==> config.mk <==
export PLATFORM = sky130hd
export DESIGN_NAME = almost_level_flag
export DESIGN_NICKNAME = d
export VERILOG_FILES = /design/src/rtl/aff_pkg.sv /design/src/rtl/aff_offset_prog.sv /design/src/rtl/aff_threshold.sv /design/src/rtl/almost_level_flag.sv
export SDC_FILE = /design/constraint.sdc
export NUM_CORES = 1
export LEC_CHECK = 0
export CELL_PAD_IN_SITES_DETAIL_PLACEMENT = 1
export CELL_PAD_IN_SITES_GLOBAL_PLACEMENT = 2
export CORE_MARGIN = 8
export CORE_UTILIZATION = 35
export CTS_CLUSTER_DIAMETER = 50
export DETAILED_ROUTE_END_ITERATION = 16
export PLACE_DENSITY_LB_ADDON = 0.1
export RECOVER_POWER = 25
export SYNTH_ARGS = -nofsm -noshare
export SYNTH_HDL_FRONTEND = slang
export SYNTH_SLANG_ARGS = --single-unit
==> constraint.sdc <==
create_clock -name clk -period 5.7 [get_ports clk]
set_clock_uncertainty 0.05 [all_clocks]
set_input_delay 1.14 -clock clk [delete_from_list [all_inputs] [get_ports clk]]
set_output_delay 1.14 -clock clk [all_outputs]
set_load 0.005 [all_outputs]
==> src/rtl/aff_pkg.sv <==
package aff_pkg;
  typedef enum logic {
    PH_FRESH  = 1'b0,
    PH_SECOND = 1'b1
  } prog_phase_e;
endpackage

==> src/rtl/aff_offset_prog.sv <==
module aff_offset_prog
  import aff_pkg::*;
#(
  parameter int OFS_W   = 8,
  parameter int DEF_OFS = 128
) (
  input  logic             clk,
  input  logic             rst_n,
  input  logic             prog_n,
  input  logic [OFS_W-1:0] din,
  input  logic             wr_accept,
  output logic [OFS_W-1:0] x_ofs,
  output logic [OFS_W-1:0] y_ofs,
  output logic             wr_block
);
  localparam logic [OFS_W-1:0] DEF_VAL = OFS_W'(DEF_OFS);

  logic             win_q, win_d;
  prog_phase_e      ph_q, ph_d;
  logic [OFS_W-1:0] x_q, x_d, y_q, y_d;

  // next-state logic
  always_comb begin
    win_d = win_q;
    ph_d  = ph_q;
    x_d   = x_q;
    y_d   = y_q;
    if (win_q) begin
      if (wr_accept) begin
        win_d = 1'b0;
      end else if (!prog_n) begin
        if (ph_q == PH_FRESH) begin
          x_d  = din;
          y_d  = din;
          ph_d = PH_SECOND;
        end else begin
          y_d   = din;
          win_d = 1'b0;
        end
      end else if (ph_q == PH_SECOND) begin
        win_d = 1'b0;
      end
    end
  end

  // state registers
  always_ff @(posedge clk or negedge rst_n) begin
    if (!rst_n) begin
      win_q <= 1'b1;
      ph_q  <= PH_FRESH;
      x_q   <= DEF_VAL;
      y_q   <= DEF_VAL;
    end else begin
      win_q <= win_d;
      ph_q  <= ph_d;
      x_q   <= x_d;
      y_q   <= y_d;
    end
  end

  assign x_ofs    = x_q;
  assign y_ofs    = y_q;
  assign wr_block = win_q && !prog_n;


  write_closes_chk: assert property (@(posedge clk) disable iff (!rst_n)
    wr_accept |=> !win_q);


  closed_hold_chk: assert property (@(posedge clk) disable iff (!rst_n)
    !win_q |=> ($stable(x_ofs) && $stable(y_ofs)));


  first_load_chk: assert property (@(posedge clk) disable iff (!rst_n)
    (win_q && !prog_n && !wr_accept && ph_q == PH_FRESH)
      |=> (x_ofs == $past(din) && y_ofs == $past(din)));


  second_load_chk: assert property (@(posedge clk) disable iff (!rst_n)
    (win_q && !prog_n && !wr_accept && ph_q == PH_SECOND)
      |=> (y_ofs == $past(din) && $stable(x_ofs)));


  no_write_in_prog_chk: assert property (@(posedge clk) disable iff (!rst_n)
    !(wr_accept && wr_block));
endmodule

==> src/rtl/aff_threshold.sv <==
module aff_threshold #(
  parameter int DEPTH = 512,
  parameter int OFS_W = 8,
  parameter int CNT_W = $clog2(DEPTH + 1)
) (
  input  logic [CNT_W-1:0] level,
  input  logic [OFS_W-1:0] x_ofs,
  input  logic [OFS_W-1:0] y_ofs,
  output logic             hit
);
  localparam logic [CNT_W-1:0] DEPTH_C = CNT_W'(DEPTH);

  logic [CNT_W-1:0] lo_lim;
  logic [CNT_W-1:0] hi_lim;

  always_comb begin
    lo_lim = CNT_W'(x_ofs);
    hi_lim = DEPTH_C - CNT_W'(y_ofs);
    hit    = (level <= lo_lim) || (level >= hi_lim);
  end
endmodule

==> src/rtl/almost_level_flag.sv <==
module almost_level_flag #(
  parameter int DEPTH   = 512,
  parameter int OFS_W   = 8,
  parameter int DEF_OFS = 128,
  parameter int CNT_W   = $clog2(DEPTH + 1)
) (
  input  logic             clk,
  input  logic             rst_n,
  input  logic             prog_n,
  input  logic [OFS_W-1:0] din,
  input  logic             wr_accept,
  input  logic [CNT_W-1:0] level,
  output logic             flag,
  output logic             wr_block
);
  logic [OFS_W-1:0] x_ofs;
  logic [OFS_W-1:0] y_ofs;
  logic             flag_d;
  logic             flag_q;

  aff_offset_prog #(
    .OFS_W  (OFS_W),
    .DEF_OFS(DEF_OFS)
  ) u_prog (
    .clk      (clk),
    .rst_n    (rst_n),
    .prog_n   (prog_n),
    .din      (din),
    .wr_accept(wr_accept),
    .x_ofs    (x_ofs),
    .y_ofs    (y_ofs),
    .wr_block (wr_block)
  );

  aff_threshold #(
    .DEPTH(DEPTH),
    .OFS_W(OFS_W),
    .CNT_W(CNT_W)
  ) u_cmp (
    .level(level),
    .x_ofs(x_ofs),
    .y_ofs(y_ofs),
    .hit  (flag_d)
  );

  always_ff @(posedge clk or negedge rst_n) begin
    if (!rst_n) flag_q <= 1'b1;
    else        flag_q <= flag_d;
  end

  assign flag = flag_q;


  empty_flag_chk: assert property (@(posedge clk) disable iff (!rst_n)
    (level == '0) |=> flag);


  full_flag_chk: assert property (@(posedge clk) disable iff (!rst_n)
    (level == CNT_W'(DEPTH)) |=> flag);


  level_range_chk: assert property (@(posedge clk) disable iff (!rst_n)
    level <= CNT_W'(DEPTH));
endmodule

==> summary.txt <==
Outcome
  • Status: completed

Clock tree
  • CTS H-tree lvls: 1
  • Post-CTS sizing: 0
  • Hold bufs inserted after CTS: 0
  • Setup bufs post-CTS: 0
  • Clock Root Buffer: clkbuf_4
  • Maximum clock insertion buffer count: 2
  • Reg clk slew, reported paths: 0.10 ns
  • Clock Latency Late Sink: 0.28 ns
  • Clk sinks: 19
  • CTS tree: built
  • Num CTS Buffers: 3

Global routing
  • Initial antenna violation count: 0
  • M3 GR Usage: 0.01297
  • Met1 usage: 0.1352
  • GRT overflow: 0
  • Met2 Use GR: 0.1782
  • Largest net degree at the start of global routing: 20
  • First-pass GRT wire length: 5133 um
  • Total track usage: 0.1056
  • Vias in the first global route: 1,095
  • Most Crowded Layer GR: met2

Route
  • First-pass DRT Iterations: 2
  • Vias/cell: 4.995
  • Vias: 984
  • Final WL: 2860 um
  • Post-route antenna net violation count: 0
  • # DRC: 0
  • DRT iter0 DRCs: 12
  • Wirelength per Cell: 14.52 um

Place
  • Cells after DPL: 193
  • GP Congestion: 0.7124
  • Dpl cell area: 1538 um^2
  • DP Wirelength: 2524 um
  • PortBufs: 23

Critical path
  • Critical-path cell list: clkdlybuf4s50_1 -> nor2b_4 -> clkdlybuf4s50_1
  • Critical path's slowest cell: clkdlybuf4s50_1
  • Worst Path Arrival: 2.23 ns
  • WP data required: 4.51 ns
  • CP top delay family: buffers and inverters
  • CP peak stage delay: 0.51 ns
  • Crit Path Class: in -> out
  • Most used cell, CP: clkdlybuf4s50_1
  • CP startpoint kind: primary input
  • CP endpoint kind: output port
  • Buf+Inv Stages, Crit Path: 2
  • CP max FO: 2

Cells and area
  • Ant. Diodes: 0
  • Final Non-Filler Cells: 197
  • Nets@finish: 191
  • Area growth syn-to-layout: 23.15%
  • Most common cell after layout, fill and taps aside: clkdlybuf4s50_1
  • Most frequent cells in the layout: clkdlybuf4s50_1, ha_1, dfrtp_1
  • Fin area: 1564 um^2
  • Layout cells sized above 1: 0.1611

Yosys
  • Yosys reg bits: 19
  • Syn_area_per_cell: 10.24 um^2
  • Sequential share of the synthesized area: 0.3783
  • Distinct cells, synth: 31
  • Synth Instances: 124
  • Syn_nets: 165
  • Yosys warning count: 0
  • Area of the mapped netlist: 1270 um^2

Power
  • Worst vdd ir: 0.1034 mV
  • Combinational power share: 0.132
  • Sequential share of power: 0.587
  • Internal power: 180.8 uW
  • Switching part of the total power: 0.2187
  • Pwr Density: 148.0 nW/um^2
  • Total power: 231.5 uW
  • P_sw: 50.63 uW
  • Leakage: 0.0007386 uW
  • Clk pwr share: 0.281

STA
  • Slew @ Worst Pin: 0.8333 ns
  • Period Utilization, post-route: 0.5993
  • Unrepaired setup endpoints after global routing: false
  • Achievable frequency: 292.7 MHz
  • Slew headroom: 0.4426
  • Final worst path period need: 3.416 ns
  • Max Slew Vio Count: 0
  • Final hold violations: 0
  • Setup-failing EPs final: 0
  • Setup TNS Final: 0 ns
  • Final hold slack: 0.3785 ns

Run
  • Max cap viols: 0

Floorplan
  • Die Width: 76.24 um
  • Top Ports: 24
  • Die H: 76.24 um
  • Core ar.: 3578 um^2
  • Effective utilization at floorplan: 0.3549
  • Die ar.: 5812 um^2
  • # rows: 22

Worst hold path
  • Min-Delay Path Class: reg -> reg
-- synth_stat cells --
cell	n	area, um^2
nand2b_1	2	12.51
dfrtp_1	15	375.4
buf_4	1	7.510
xnor2_1	2	17.52
nand4_1	4	25.02
mux2_4	1	15.01
or3_1	1	6.260
nor4_1	2	12.51
a211o_1	1	8.760
o41ai_1	1	8.760
nor2_1	3	11.26
o221ai_1	2	17.52
a21oi_1	7	35.03
or2_2	1	6.260
nand2_2	3	18.77
and4_1	1	8.760
buf_8	1	15.01
nand2_1	12	45.04
nor2b_1	1	6.260
ha_1	19	237.7
mux2_2	6	67.56
xor2_1	3	26.28
nor2b_4	2	27.53
o21ai_2	3	26.28
inv_1	13	48.80
a311o_1	1	10.01
dfstp_2	4	105.1
nor3b_1	1	7.510
o21ai_0	7	35.03
and2b_4	1	10.01
nor3_1	3	15.01
-- power groups by stage --
stage | clock, uW | combinational (uW) | sequential (uW)
final | 65.0 | 30.7 | 136
after global routing | 73.4 | 34.3 | 136
after CTS | 67.3 | 31.7 | 136
after detailed placement | 0 | 31.5 | 138
after global placement | 0 | 30.5 | 138
after floorplan | 0 | 7.74 | 138
-- routing by layer --
metal  part of all wire  up-vias
li1                   -      488
met1               0.49      480
met2               0.49       14
met3              0.017        2
met4             0.0077        0
met5                  0        -
-- through the flow --
stage / util / setup slack, ns
global route: 0.4371 / 2.244
floorplan: - / 3.276
detailed placement: 0.4297 / 2.275
finish: 0.4371 / 2.284
CTS: 0.4371 / 2.268
global placement: 0.4297 / 2.301
-- sequential cells by signal (all words and copies together) (netlist names) --
signal        cells
u_prog.ph_q       1
u_prog.x_ofs      8
u_prog.win_q      1
flag              1
u_prog.y_ofs      8
-- cells by family after synthesis --
group / after synthesis / share of synthesized area
buffers and inverters: 15 / 0.05616
AOI/OAI and AO/OA: 22 / 0.1113
and+or+nand+nor: 37 / 0.1675
DFF: 19 / 0.3783
xor gates and xnor gates: 5 / 0.03449
muxes: 7 / 0.06502
adders and majority gates: 19 / 0.1872
-- area by class of cell --
class,instances,area (um^2)
Fill cell,431,2014
Multi-Input combinational cell,90,718.2
Sequential cell,19,480.5
Timing Repair Buffer,23,230.2
Tap cell,48,60.06
Inverter,13,48.80
Clock buffer,4,26.28
-- worst paths after layout --
check,from,to,slack (ns),cells after the start
worst max-delay path,prog_n,wr_block,2.28,3
worst min-delay path,u_prog.ph_q$_DFFE_PN0P_,u_prog.win_q$_DFF_PN1_,0.38,1
worst max register to register,u_prog.y_ofs[0]$_DFFE_PN0P_,flag$_DFF_PN1_,3.50,10
worst min register to register,u_prog.ph_q$_DFFE_PN0P_,u_prog.win_q$_DFF_PN1_,0.38,1
max in group asynchronous,rst_n,u_prog.ph_q$_DFFE_PN0P_,3.75,1
min in group asynchronous,rst_n,u_prog.x_ofs[4]$_DFFE_PN0P_,1.34,1
Note: power is estimated with default switching activity, not from simulation.
